File: src/rtl/cerr_pkg.sv
package cerr_pkg;
  localparam int unsigned CERR_ADDR_W   = 16;
  localparam int unsigned CERR_PORT     = 16'h00F0;
  localparam int unsigned CERR_SYNC_LEN = 2;

  // Status of the latched request / ignore state.
  typedef struct packed {
    logic irq;
    logic ignore;
  } cerr_state_t;
endpackage

File: src/rtl/cerr_sync.sv
module cerr_sync #(
  parameter int unsigned STAGES = 2,
  parameter bit          RST_VAL = 1'b0
) (
  input  logic clk,
  input  logic rst_n,
  input  logic d,
  output logic q
);
  logic [STAGES-1:0] chain_q;
  logic [STAGES-1:0] chain_d;

  generate
    if (STAGES == 1) begin : g_one
      always_comb chain_d = d;
    end else begin : g_many
      always_comb chain_d = {chain_q[STAGES-2:0], d};
    end
  endgenerate

  always_ff @(posedge clk or negedge rst_n) begin
    if (!rst_n) chain_q <= {STAGES{RST_VAL}};
    else        chain_q <= chain_d;
  end

  assign q = chain_q[STAGES-1];
endmodule

File: src/rtl/cerr_irq_latch.sv
module cerr_irq_latch (
  input  logic clk,
  input  logic rst_n,
  input  logic err_s,
  input  logic ack,
  output logic irq
);
  logic prev_q, prev_d;
  logic irq_q, irq_d;
  logic err_rise;

  always_comb begin
    err_rise = err_s & ~prev_q;
    prev_d   = err_s;
    irq_d    = irq_q;
    if (ack)      irq_d = 1'b0;
    if (err_rise) irq_d = 1'b1;   // new error wins over a coinciding clear
  end

  always_ff @(posedge clk or negedge rst_n) begin
    if (!rst_n) begin
      prev_q <= 1'b0;
      irq_q  <= 1'b0;
    end else begin
      prev_q <= prev_d;
      irq_q  <= irq_d;
    end
  end

  assign irq = irq_q;
endmodule

File: src/rtl/cerr_ignore_ctl.sv
module cerr_ignore_ctl (
  input  logic clk,
  input  logic rst_n,
  input  logic err_s,
  input  logic report_en,
  input  logic ack,
  output logic ignore
);
  logic ign_q, ign_d;
  logic ign_en;

  always_comb begin
    ign_en = 1'b0;
    ign_d  = ign_q;
    if (!err_s || !report_en) begin
      ign_en = ign_q;
      ign_d  = 1'b0;
    end else if (ack && !ign_q) begin
      ign_en = 1'b1;
      ign_d  = 1'b1;
    end
  end

  always_ff @(posedge clk or negedge rst_n) begin
    if (!rst_n)      ign_q <= 1'b0;
    else if (ign_en) ign_q <= ign_d;
  end

  assign ignore = ign_q;
endmodule

File: src/rtl/coproc_err_irq.sv
module coproc_err_irq
  import cerr_pkg::*;
#(
  parameter int unsigned ADDR_W   = CERR_ADDR_W,
  parameter int unsigned ERR_PORT = CERR_PORT,
  parameter int unsigned SYNC_LEN = CERR_SYNC_LEN
) (
  input  logic              clk,
  input  logic              rst_n,
  input  logic              fpu_err_n,
  input  logic              report_en,
  input  logic              io_wr,
  input  logic [ADDR_W-1:0] io_addr,
  output logic              irq_req,
  output logic              ignore_exc_n
);
  localparam logic [ADDR_W-1:0] PORT_MATCH = ADDR_W'(ERR_PORT);

  logic        rst_core_n;
  logic        err_s;
  logic        ack;
  cerr_state_t st;

  cerr_sync #(.STAGES(2), .RST_VAL(1'b0)) u_rst_sync (
    .clk(clk), .rst_n(rst_n), .d(1'b1), .q(rst_core_n)
  );

  cerr_sync #(.STAGES(SYNC_LEN), .RST_VAL(1'b0)) u_err_sync (
    .clk(clk), .rst_n(rst_core_n), .d(~fpu_err_n), .q(err_s)
  );

  assign ack = io_wr && (io_addr == PORT_MATCH);

  cerr_irq_latch u_irq (
    .clk(clk), .rst_n(rst_core_n), .err_s(err_s), .ack(ack), .irq(st.irq)
  );

  cerr_ignore_ctl u_ign (
    .clk(clk), .rst_n(rst_core_n), .err_s(err_s), .report_en(report_en),
    .ack(ack), .ignore(st.ignore)
  );

  assign irq_req      = st.irq;
  assign ignore_exc_n = ~st.ignore;
endmodule

File: config.mk
export PLATFORM = sky130hd
export DESIGN_NAME = coproc_err_irq
export DESIGN_NICKNAME = d
export VERILOG_FILES = /design/src/rtl/cerr_pkg.sv /design/src/rtl/cerr_sync.sv /design/src/rtl/cerr_irq_latch.sv /design/src/rtl/cerr_ignore_ctl.sv /design/src/rtl/coproc_err_irq.sv
export SDC_FILE = /design/constraint.sdc
export NUM_CORES = 1
export LEC_CHECK = 0
export ABC_AREA = 1
export BUFFER_PORTS_ARGS = -buffer_cell sky130_fd_sc_hd__buf_2
export CORE_AREA = 2 2 39 41
export DETAILED_ROUTE_END_ITERATION = 10
export DIE_AREA = 0 0 41 43
export GPL_TIMING_DRIVEN = 0
export REMOVE_ABC_BUFFERS = 1
export SLEW_MARGIN = 0
export SYNTH_ARGS = -nofsm -noshare
export SYNTH_HDL_FRONTEND = slang
export SYNTH_HIERARCHICAL = 1
export SYNTH_SLANG_ARGS = --single-unit
File: constraint.sdc
create_clock -name clk -period 1.5 [get_ports clk]
set_input_delay 0.3 -clock clk [delete_from_list [all_inputs] [get_ports clk]]
set_output_delay 0.3 -clock clk [all_outputs]
set_load 0.03 [all_outputs]
==> results.yml, run 1 <==
status:
  outcome: "finished clean"
routing:
  drc: 0
  drt_iter0_markers: 1
  wl_per_cell_um: 6.80
  firstDrtPassIters: 2
  vias: 269
  wirelength_um: 510
  ant_nets: 0
  via_per_inst: 3.59
clock_tree:
  cts_num_sinks: 7
  holdBufCountCts: 1
  cts_max_path_buffers: 2
  numCtsBuffers: 3
  h-tree-depth: 1
  clk_pin_slew_worst_paths_ps: 50
  cts_resized: 0
  cts_tree: "built"
  clock_latency_ps: 240
  cts_setup_buffers: 0
  clockRootBuffer: "clkbuf_4"
floorplanning:
  coreArea_mm2: 0.00138
  die_height_um: 43
  dieArea_mm2: 0.00176
  initial_core_util_pct: 19.9
  die_w_um: 41
  rows: 14
  io_pins: 23
flow_run:
  drv_cap: 0
global_route:
  grt_usage_pct: 5.79
  grt_max_degree: 6
  grt_pass1_vias: 233
  grt_pass1_wl_um: 662
  grt_antenna_before_repair: 0
  gr-total-overflow: 0
critical_path:
  path_max_fanout: 2
  cp.required_ps: 1200
  r2r_end: "u_ign/ignore"
  path_class: "flop to output port"
  r2r_slack_ps: 880
  critPathArrivalTime_ps: 840
  worstRegToRegCells: 2
  endpoint_kind: "output port"
  startpoint_type: "flop"
  regToRegStartpoint: "u_ign/ignore"
cells_and_area:
  drive_above_1_share_pct: 42.4
  syn_to_final_growth_pct: 60.5
  insertedDiodeCount: 0
  fin_cells: 75
  nNetsFinal: 81
timing:
  timing.final.ws_setup_ps: 357
  rsz0062_at_grt: "false"
  finalClockSkew_ps: 2.48
  fin_setup_tns_ps: 0
  timing.hold.ws_ps: 75.3
  post-route-period-util_pct: 76.2
  fin_crit_ps: 1140
  clock.fmax_mhz: 875
  finalHoldViolCount: 0
  slew_viol_final: 0
  setup_viol: 0
power:
  p_leak_nw: 0.235
  power_frac_comb_pct: 8.8
  intPower_uw: 321
  irDropWorstVdd_mv: 0.397
  power_frac_clock_pct: 41.3
  seqPwrFrac_pct: 49.9
  p_sw_share_pct: 20.0
  p_switching_uw: 80.5
  powerDensity_mw_per_mm2: 909
  power.total_uw: 401
placed_design:
  portBuffers: 22
  dp_cells: 70
  gp_congestion: 0.706
  pre_cts_slack_ps: 388
yosys:
  ys.warnings.count: 6
  synth-seq-cells: 7
  synth_cells: 32
  synth_seq_area_share_pct: 63.6
  synth_area_per_cell_um2: 8.60
  synth_area_um2: 275
  yosysUniqueCellTypes: 7
min_path:
  hold_path_class: "flop to asynchronous set/reset pin"
-- metal layers --
layer,global-route usage [%],vias up,wire [um]
li1,-,145,-
met1,4.68,110,215
met2,9.69,14,231
met3,1.57,0,63
met4,6.00,0,0
met5,0,-,0
-- power groups by stage --
stage | Combinational [mW] | Sequential (mW) | Clock, mW
3_5_place_dp | 0.0336 | 0.204 | 0
5_1_grt | 0.0409 | 0.201 | 0.182
3_3_place_gp | 0.0327 | 0.203 | 0
6_report | 0.0354 | 0.200 | 0.166
4_1_cts | 0.0358 | 0.201 | 0.176
2_1_floorplan | 0.00798 | 0.203 | 0
-- flip-flops by register name, summed over array words and instances, names as in the netlist --
signal and flops:
u_err_sync/chain_q 2, u_irq/prev_q 1, u_ign/ignore 1, u_rst_sync/chain_q 2, u_irq/irq 1
-- synthesized netlist by cell type --
| cell type | count | area [um^2] |
|---|---|---|
| conb_1 | 1 | 3.75 |
| dfrtp_1 | 7 | 175 |
| nor2_1 | 9 | 33.8 |
| inv_1 | 5 | 18.8 |
| nand2_1 | 8 | 30.0 |
| nand4_1 | 1 | 6.26 |
| nor3b_1 | 1 | 7.51 |
-- final cells by class --
class	count	area, um^2
clock buffers	4	26.3
fillers	157	942
inverters	5	18.8
flip-flops and latches	7	175
well taps	16	20.0
repair buffers	23	120
multi-input cells	20	81.3
-- worst max-delay path by stage --
stage / slack [ps] / end / start
2_1_floorplan: 580 / u_irq/irq / io_addr[15]
3_3_place_gp: 410 / u_irq/irq / io_addr[15]
3_5_place_dp: 390 / u_irq/irq / io_addr[15]
4_1_cts: 340 / ignore_exc_n / u_ign/ignore
5_1_grt: 320 / ignore_exc_n / u_ign/ignore
6_report: 360 / ignore_exc_n / u_ign/ignore
-- through the flow --
step | utilization, % | area, um^2
4_1_cts | 31.9 | 442
6_report | 31.9 | 442
2_1_floorplan | - | 275
3_3_place_gp | 29.3 | 405
5_1_grt | 31.9 | 442
3_5_place_dp | 29.3 | 405
-- cells in the final DEF (no fill, tap or decap), drive strengths merged --
master / n
conb: 1
dfrtp: 7
nand4: 1
nor3b: 1
nand2: 8
buf: 22
dlygate4sd3: 1
nor2: 9
clkbuf: 4
inv: 5
-- cells by family after synthesis --
family	synth area share, %
buffers and inverters	6.82
flip-flops	63.6
other	1.36
AND/OR/NAND/NOR	28.2
-- critical path, stage by stage (launching register included) --
cell and delay [ps]:
dfrtp_1 370, inv_1 50, buf_2 180
Power figures use the tool's default switching activity.
==> inputs of run 2 (changes only) <==
ABC_AREA = 0   (was 1)
clock period = 0.96 ns   (was 1.5 ns; I/O delays follow)
==> run 2 against run 1 <==
The flow now finishes with violations (setup timing). Global-route usage rose by 1.6 points. Power rose by 63%. First-iteration DRC count rose by 100%. Sequential share of layout area fell by 5.8 points. Critical path depth did not move. Clock skew rose by 0.58 ps.
==> results.yml, run 2 <==
yosys:
  synth_compound_area_share_pct: 8.07
  ys.flop_type: "dfrtp_1"
  yosys.area_share.simple_pct: 22.4
  synth_seq_area_share_pct: 62.8
  synthTopCellsByArea: "dfrtp_1 (63%), nor4b_2 (11%), inv_1 (5.4%)"
  synth_mux_area_share_pct: 0
  synth_area_per_cell_um2: 14.0
  synth_common_cells: "dfrtp_1 (7), inv_1 (4), nor4b_2 (2)"
  synth_most_common_cell: "dfrtp_1"
  synth-seq-cells: 7
  yosysUniqueCellTypes: 10
  synth_top_family_by_area: "simple AND/OR/NAND/NOR gates"
  ys.warnings.count: 6
  synth-edff-count: 0
  synth_top_cell_area_share_pct: 62.8
  synth_area_um2: 279
  synthArstFlopShare_pct: 100
  synth_xor_area_share_pct: 0
  yosys.area.top_type: "dfrtp_1"
  synthAdderAreaFrac_pct: 0
  synth_cells: 20
floorplanning:
  io_pins: 23
  coreArea_mm2: 0.00138
  die_height_um: 43
  initial_core_util_pct: 20.2
  die_w_um: 41
  rows: 14
  dieArea_mm2: 0.00176
clock_tree:
  clk_pin_slew_worst_paths_ps: 50
  h-tree-depth: 1
  clockRootBuffer: "clkbuf_4"
  clock_latency_ps: 250
  cts_max_path_buffers: 2
  numCtsBuffers: 3
  cts_tree: "built"
  cts_num_sinks: 7
cells_and_area:
  fin_cells: 64
  drive_above_1_share_pct: 64.6
  final_cell_mix: "buf_2 (16), dfrtp_1 (7), buf_6 (6), inv_1 (3), clkbuf_4 (3)"
  nNetsFinal: 70
  syn_to_final_growth_pct: 85.2
  fillers: 135
  largest_registers: "u_err_sync/chain_q x2, u_rst_sync/chain_q x2"
  insertedDiodeCount: 0
  final_common_cell: "buf_2"
timing:
  fin_crit_ps: 1000
  finalClockSkew_ps: 3.06
  setup_viol: 2
  rsz0062_at_grt: "true"
  clock.fmax_mhz: 998
  timing.final.ws_setup_ps: -42.4
  slew_viol_final: 0
  timing.hold.ws_ps: 75.4
  finalHoldViolCount: 0
  post-route-period-util_pct: 104
placed_design:
  portBuffers: 22
  pre_cts_slack_ps: -321
  gp_congestion: 0.593
  dp_cells: 58
  hpwl_um: 458
critical_path:
  startpoint_type: "flop"
  slowest_stage: "dfrtp_1"
  endpoint_kind: "output port"
  path_class: "flop to output port"
  path_delay_family: "flip-flops"
  crit_chain: "inv_2 > buf_6"
  critPathBufInv: 2
  cp.required_ps: 770
  path_max_fanout: 2
  critPathArrivalTime_ps: 810
  slowest_delay_ps: 380
routing:
  wirelength_um: 593
  wl_per_cell_um: 9.27
  via_per_inst: 4.09
  vias: 262
  drt_iter0_markers: 2
  firstDrtPassIters: 2
  ant_nets: 0
  drc: 0
status:
  violations: "setup timing"
  outcome: "complete, but fails checks"
flow_run:
  drv_cap: 0
global_route:
  grt_usage_pct: 7.41
  grt_pass1_wl_um: 828
  gr-total-overflow: 0
  grt_max_degree: 6
  grt_antenna_before_repair: 0
  grt_pass1_vias: 259
min_path:
  hold_path_class: "flop to asynchronous set/reset pin"
power:
  irDropWorstVdd_mv: 0.594
  p_sw_share_pct: 21.4
  seqPwrFrac_pct: 47.8
  p_switching_uw: 140
  p_leak_nw: 0.277
  power_frac_comb_pct: 11.5
  intPower_uw: 515
  powerDensity_mw_per_mm2: 1270
  power_frac_clock_pct: 40.7
-- run 2: metal layers --
metal  wire, um  GRT usage (%)
met4          0           2.00
met1        194           6.00
met3        152           6.28
met2        247           12.5
met5          0              0
-- run 2: timing repair --
item / in CTS / in global routing
endpoints found under the setup margin: 4 / 4
pin swaps: 0 / 0
resized for setup: 10 / 2
endpoints found under the hold margin: 2 / 0
hold buffers: 1 / 0
cloned: 0 / 0
setup buffers: 0 / 1
-- run 2: final cells by class --
type                    instances  area (um^2)  area share, %
clock buffers                   4         26.3           5.08
inverters                       4         15.0           2.91
well taps                      16         20.0           3.87
flip-flops and latches          7          175           33.9
repair buffers                 24          165           32.0
multi-input cells               9          115           22.3
-- run 2: metrics by stage --
step	utilization, %	TNS [ps]	power [mW]	cell area (um^2)
after floorplan	-	-191	0.326	279
after global placement	29.6	-638	0.369	409
after detailed placement	29.6	-634	0.371	409
after CTS	36.3	-98.8	0.672	503
after global routing	37.3	-220	0.698	517
final	37.3	-46.1	0.655	517
-- run 2: kinds of logic after synthesis --
kind of cell	count (synthesis)
AO/OA/AOI/OAI	2
other	1
AND/OR/NAND/NOR	6
flip-flops	7
buffers and inverters	4
-- run 2: final timing paths --
kind / startpoint / end / slack, ps / cells after the start
worst max register to register: u_ign/ignore / u_ign/ignore / 130 / 2
worst min-delay path: u_rst_sync/chain_q[1] / u_irq/irq / 80 / 0
max in group asynchronous: rst_n / u_rst_sync/chain_q[0] / 610 / 2
worst min register to register: u_rst_sync/chain_q[1] / u_irq/irq / 80 / 0
worst max-delay path: u_ign/ignore / ignore_exc_n / -40 / 2
min in group clk: fpu_err_n / u_err_sync/chain_q[0] / 80 / 2
-- run 2: worst register-to-register path: cells and delay by family (launching register included) --
kind	cells	cell delay, ps
compound gates	1	200
flops	1	380
buf+inv	1	130
-- run 2: power groups by stage --
stage          Sequential, mW  Combinational [mW]  Clock [mW]
2_1_floorplan           0.317             0.00870           0
3_3_place_gp            0.318              0.0507           0
3_5_place_dp            0.319              0.0515           0
4_1_cts                 0.314              0.0735       0.285
5_1_grt                 0.315              0.0830       0.300
6_report                0.313              0.0754       0.267
